### config.mk
export PLATFORM = sky130hd
export DESIGN_NAME = ctc_channel
export DESIGN_NICKNAME = d
export VERILOG_FILES = /design/src/rtl/ctc_channel.sv
export SDC_FILE = /design/constraint.sdc
export NUM_CORES = 1
export LEC_CHECK = 0
export BUFFER_PORTS_ARGS = -buffer_cell sky130_fd_sc_hd__clkbuf_2
export CAP_MARGIN = 10
export CORE_MARGIN = 2
export CORE_UTILIZATION = 44
export DETAILED_ROUTE_END_ITERATION = 6
export HOLD_SLACK_MARGIN = 0.06
export PLACE_DENSITY_LB_ADDON = 0.08
export REMOVE_ABC_BUFFERS = 1
export SETUP_SLACK_MARGIN = 0.3
export SLEW_MARGIN = 5
export SYNTH_ARGS = -nofsm -noshare
export SYNTH_HDL_FRONTEND = slang
export SYNTH_SLANG_ARGS = --single-unit
### constraint.sdc
create_clock -name clk -period 2.15 [get_ports clk]
set_clock_uncertainty 0.15 [all_clocks]
set_input_delay 0.215 -clock clk [delete_from_list [all_inputs] [get_ports clk]]
set_output_delay 0.215 -clock clk [all_outputs]
set_load 0.01 [all_outputs]
### src/rtl/ctc_channel.sv
module ctc_channel #(
  parameter int HAS_ZC = 1,
  parameter int W      = 8,
  parameter int LO_SH  = 4,
  parameter int HI_SH  = 8
) (
  input  logic         clk,
  input  logic         rst_n,
  input  logic         ce_n,
  input  logic         iorq_n,
  input  logic         rd_n,
  input  logic         irq_ack,
  input  logic [W-1:0] din,
  input  logic         trg,
  output logic [W-1:0] dout,
  output logic         zc,
  output logic         irq
);
  localparam int B_IEN  = 7;
  localparam int B_CNT  = 6;
  localparam int B_BIG  = 5;
  localparam int B_RISE = 4;
  localparam int B_TRIG = 3;
  localparam int B_TC   = 2;
  localparam int B_STOP = 1;
  localparam logic [W-1:0] ONE = W'(1);

  logic             wr_q, ien, cmode, big, rise, tstart, expect_tc, run, armed, zc_q, pend;
  logic [2:0]       sy;
  logic [HI_SH-1:0] pre;
  logic [W-1:0]     cnt, tc;

  wire wr_act = ~ce_n & ~iorq_n & rd_n;
  wire rd_act = ~ce_n & ~iorq_n & ~rd_n;
  wire wr_stb = wr_act & ~wr_q;
  wire edge_s = rise ? (sy[1] & ~sy[2]) : (~sy[1] & sy[2]);
  wire tick   = big ? &pre[HI_SH-1:0] : &pre[LO_SH-1:0];
  wire dec    = run & (cmode ? edge_s : tick);

  assign dout = rd_act ? cnt : '0;
  assign irq  = pend;

  generate
    if (HAS_ZC != 0) begin : g_zc
      assign zc = zc_q;
    end else begin : g_nozc
      assign zc = 1'b0;
    end
  endgenerate

  always_ff @(posedge clk or negedge rst_n) begin
    if (!rst_n) begin
      wr_q <= 1'b0; sy <= '0; pre <= '0; cnt <= '0; tc <= '0;
      ien <= 1'b0; cmode <= 1'b0; big <= 1'b0; rise <= 1'b0; tstart <= 1'b0;
      expect_tc <= 1'b0; run <= 1'b0; armed <= 1'b0; zc_q <= 1'b0; pend <= 1'b0;
    end else begin
      wr_q <= wr_act;
      sy   <= {sy[1:0], trg};
      zc_q <= 1'b0;
      if (run & ~cmode) pre <= pre + 1'b1;
      if (irq_ack) pend <= 1'b0;
      if (wr_stb) begin
        if (expect_tc) begin
          expect_tc <= 1'b0;
          tc  <= din;
          cnt <= din;
          pre <= '0;
          if (!cmode && tstart) begin
            run <= 1'b0; armed <= 1'b1;
          end else begin
            run <= 1'b1; armed <= 1'b0;
          end
        end else if (din[0]) begin
          ien       <= din[B_IEN];
          cmode     <= din[B_CNT];
          big       <= din[B_BIG];
          rise      <= din[B_RISE];
          tstart    <= din[B_TRIG];
          expect_tc <= din[B_TC];
          if (!din[B_IEN]) pend <= 1'b0;
          if (din[B_STOP]) begin
            run <= 1'b0; armed <= 1'b0;
          end
        end
      end else if (armed && edge_s) begin
        armed <= 1'b0;
        run   <= 1'b1;
        pre   <= '0;
      end else if (dec) begin
        if (cnt == ONE) begin
          cnt  <= tc;
          zc_q <= 1'b1;
          if (ien) pend <= 1'b1;
        end else begin
          cnt <= cnt - 1'b1;
        end
      end
    end
  end
endmodule


Word-level counts from Yosys, hierarchy flattened

Index checks and enable logic that the tools add are counted.

$lt $le $gt $ge: 0
Reductions and logical operators: 11
Multiplexer cells: 38
Bitwise gates (word level): 16
Equality and inequality tests: 5
Divide/modulo/power cells: 0
Multiply operators: 0
$add $sub $neg: 2
Shift-type cells: 0

Operators with widths:

| cell                  | count |
|---|---|
| $mux W8               | 10 |
| $mux W1               | 28 |
| $reduce_and A3 Y1     | 3 |
| $add A8 B1 Y8 const B | 1 |
| $and A1 B1 Y1         | 8 |
| $eq A8 B1 Y1 const B  | 1 |
| $not A1 Y1            | 8 |
| $reduce_and A8 Y1     | 1 |
| $sub A8 B1 Y8 const B | 1 |
| $ne A3 B3 Y1 const B  | 2 |
| $ne A2 B2 Y1 const B  | 2 |
| $reduce_and A4 Y1     | 1 |
| $reduce_bool A2 Y1    | 2 |
| $logic_and A1 B1 Y1   | 2 |
| $reduce_and A2 Y1     | 1 |
| $logic_not A1 Y1      | 1 |

Memories kept: 0
Bits in writable memories: 0
Bits in registers: 38
Latch bits: 0
Memory bits (read-only): 0

Depth between registers and ports, before layout

Depth in word-level cells: 8
Depth in mapped cells: 8
Depth with buffers taken out: 7

Worst setup path after synthesis

OpenSTA, ideal clock, no wires.

Path type: register to register
Start point: register cnt[1]
End point: register cnt[2]
Setup slack: 0.078 ns
Setup time: 0.123 ns
Arrival time: 1.799 ns
Cell stages (with the launch flop): 8
Required time: 1.877 ns
Cells stage by stage: dfrtp_1 > inv_1 > ha_1 > or3b_1 > buf_2 > nor2_4 > mux2_2 > o221a_1

Longest elaborated chain between the ends: 5
Elaborated cells on any way between the ends: 6

RTL lines:

| element                                              | line   | text |
|---|---|---|
| start, declared                                      | 31     | `logic [W-1:0] cnt, tc;` |
| start signal, assigned                               | 66     | `cnt <= din;` |
| start signal, assigned                               | 91     | `cnt <= tc;` |
| start signal, assigned                               | 95     | `cnt <= cnt - 1'b1;` |
| $sub A8 B1 Y8 / $eq A8 B1 Y1 (equally long branches) | 95, 90 |  |
| $mux W8 *                                            | 90     | `if (cnt == ONE) begin` |
| $mux W8 *                                            | 89     | `end else if (dec) begin` |
| $mux W8 *                                            | 85     | `end else if (armed && edge_s) begin` |
| $mux W8 *                                            | 62     | `if (wr_stb) begin` |

Every way passes the cells marked *; elsewhere a longest branch is shown, timed or not. The select of a mux whose other input is x is not followed.
A chain may end at the register's enable or synchronous reset.

Worst setup path after layout

Start point: register cnt[4]
End point: register cnt[3]

Longest elaborated chain between the ends: 5

RTL lines:

| element      | line |
|---|---|
| $eq A8 B1 Y1 | 90 |
| $mux W8      | 90 |
| $mux W8      | 89 |
| $mux W8      | 85 |
| $mux W8      | 62 |

Every way passes these cells. The select of a mux whose other input is x is not followed.

==> results.sh <==
export IMPL_grt_usage=0.202
export IMPL_diodes=0
export IMPL_ys_async_sr_fraction=1.00
export IMPL_cp_end_kind="flop"
export IMPL_grt_max_degree=39
export IMPL_htreeDepth=2
export IMPL_seq_area_frac_synth=0.477
export IMPL_worstSetupPathType="flop to flop"
export IMPL_die_area_mm2=0.00508
export IMPL_grt_pass1_wl_um=7820
export IMPL_outcome="finished, final reports clean"
export IMPL_syn_inst=179
export IMPL_die_h_um=71.3
export IMPL_yosys_top_cells_area="dfrtp_1 48%, mux2_2 8.5%, o221a_1 4.0%, nor2_1 2.6%, xor2_1 2.6%"
export IMPL_tns_ps=0
export IMPL_crit_fanout=5
export IMPL_finalPower_mw=2.75
export IMPL_slew_headroom=0.669
export IMPL_cpMaxStageDelayCell="or4_4"
export IMPL_drc=0
export IMPL_cts_max_path_buffers=2
export IMPL_synthDistinctLibCells=45
export IMPL_hpwlAfterDp_um=3240
export IMPL_yosysTopAreaCell="dfrtp_1"
export IMPL_preCtsSetupSlack_ps=52.3
export IMPL_r2r_end="cnt[3]"
export IMPL_fp_dieW_um=71.3
export IMPL_clock_fmax_mhz=508
export IMPL_synth_flop_cell="dfrtp_1"
export IMPL_ir_worst_vdd_v=0.000506
export IMPL_syn2layout_area_growth_pct=28.7
export IMPL_wl_um=4680
export IMPL_antenna_left=0
export IMPL_rows=24
export IMPL_initial_core_util=0.457
export IMPL_setup_slack_ps=180
export IMPL_synth_most_common_cell="dfrtp_1"
export IMPL_routedWlPerCell_um=16.0
export IMPL_numCtsBuffers=5
export IMPL_synthesis_area_mm2=0.00199
export IMPL_root_buffer="clkbuf_8"
export IMPL_final_period_utilization=0.916
export IMPL_cp_required_ps=2190
export IMPL_stdcell_count=292
export IMPL_antenna_found_initial=0
export IMPL_r2r_start="cnt[4]"
export IMPL_syn_area_per_cell_um2=11.1
export IMPL_fp_coreArea_mm2=0.00435
export IMPL_worstSetupEndpoint="cnt[3]"
export IMPL_gp_congestion=0.778
export IMPL_r2r_slack_ps=180
export IMPL_pin_count=25
export IMPL_rsz0062_at_grt="yes"
export IMPL_yosysWarnings=0
export IMPL_cts_sinks=38
export IMPL_synth_common_cells="38 x dfrtp_1, 15 x mux2_2, 14 x nor2_1"
export IMPL_path_cells="or4_4, nor2_4, buf_6, mux2i_1, nand3_1, o221a_1"
export IMPL_maxSlewViolCount=0
export IMPL_tritoncts="yes"
export IMPL_worst_r2r_path_depth=6
export IMPL_hp_class="input pin to flop"
export IMPL_max_cap_violations=0
export IMPL_drive_gt1_frac=0.354
export IMPL_port_buffers=24
export IMPL_hold_ws_ps=85.9
export IMPL_worst_slew_pin_slew_ps=497
export IMPL_drtIter0Drc=88
export IMPL_synth_seq_cells=38
export IMPL_vias=1613
export IMPL_fin_crit_ps=1970
export IMPL_hold_viol=0
export IMPL_grt_ovfl_total=0
export IMPL_crit_arrival_ps=2010
export IMPL_setup_viol=0
export IMPL_grt_pass1_vias=1649
export IMPL_path_clk_slew_ps=80
export IMPL_clk_latency_ps=300
export IMPL_cpPeakStageDelay_ps=590
export IMPL_synth_edff_count=0
export IMPL_nets=257
export IMPL_p_leak_nw=1.16
export IMPL_via_per_inst=5.52
export IMPL_drt_pass1_iter_count=4
export IMPL_startpoint="cnt[4]"
export IMPL_powerDensity_mw_per_mm2=1070
export IMPL_yosysTopAreaCellShare=0.477
export IMPL_startpoint_type="flop"
export IMPL_dp_cells=263
==> power by group <==
part | internal [mW] | switching, mW | leakage (nW) | total (mW)
Clock | 0.258 | 0.274 | 0.0472 | 0.532
Combinational | 0.563 | 0.486 | 0.647 | 1.05
Sequential | 0.955 | 0.211 | 0.468 | 1.17
Total | 1.78 | 0.971 | 1.16 | 2.75
==> sequential cells by signal, summed over array words and instances, names as in the netlist, 3 cells and up <==
register,flops
pre,8
sy,3
cnt,8
tc,8
==> worst max-delay path: cells and delay by family (launching register included) <==
family                 cells  cell delay (ps)
AOI/OAI and AO/OA          1              120
and+or+nand+nor            3              860
DFF                        1              380
muxes                      1              200
buffers and inverters      1              130
==> repair_timing <==
action / CTS / global route
hold endpoints to repair: 52 / 1
setup buffers: 9 / 1
resized for setup: 6 / 5
hold buffers: 10 / 1
pin swaps: 9 / 2
setup endpoints to repair: 10 / 20
==> how the worst min path moves through the flow <==
stage | from | endpoint | cells past startpoint
6_report | din[0] | tc[0] | 2
2_1_floorplan | rst_n | armed | 0
5_1_grt | din[0] | tc[0] | 2
3_3_place_gp | rst_n | tc[3] | 2
3_5_place_dp | rst_n | tc[3] | 2
4_1_cts | din[3] | tc[3] | 2
==> cells in the final DEF, fill, tap and decap left out, types with 2 or more instances in the layout <==
cell type,synthesis,layout
nor3_1,4,4
a31oi_1,2,2
nor2_2,0,2
clkbuf_8,0,6
a21oi_1,4,4
nand2b_1,2,2
ha_1,3,2
or2_2,2,2
dfrtp_1,38,38
clkbuf_2,0,24
buf_4,0,21
and2_1,8,8
o2111ai_1,3,3
dlygate4sd3_1,0,11
o21ai_0,5,5
o221a_1,7,7
nand2_1,13,12
mux2_2,15,14
nand3b_1,3,3
xor2_1,6,6
inv_1,6,5
nand3_1,7,7
nor2_1,14,12
and3_1,2,2
mux2i_1,4,4
xnor2_1,3,3
==> area by class of cell <==
cell class,count,area (µm²)
timing repair buffer,57,399
clock inverter,2,12.5
sequential,38,951
fill,383,1790
multi-input combinational,131,1030
tap,52,65.1
inverter,6,22.5
clock buffer,6,82.6
==> routing by layer <==
layer  track usage  part of all wire
met1         0.253              0.44
met2         0.337              0.50
met3        0.0549             0.039
met4        0.0734             0.018
met5             0                 0
==> cells by family (layout without fill, tap and decap cells) <==
family	after synthesis	in the layout	synth area share
compound gates	32	32	0.140
buf+inv	10	71	0.0214
simple gates	67	67	0.192
xor+xnor	9	9	0.0396
mux	20	20	0.111
flops	38	38	0.477
fa+ha+maj	3	3	0.0188
==> through the flow <==
stage	util	instance area, µm²
final	0.589	2560
after global routing	0.589	2560
after CTS	0.582	2530
after detailed placement	0.516	2250
after global placement	0.516	2250
after floorplan	-	1970
(Power assumes the default switching activity.)
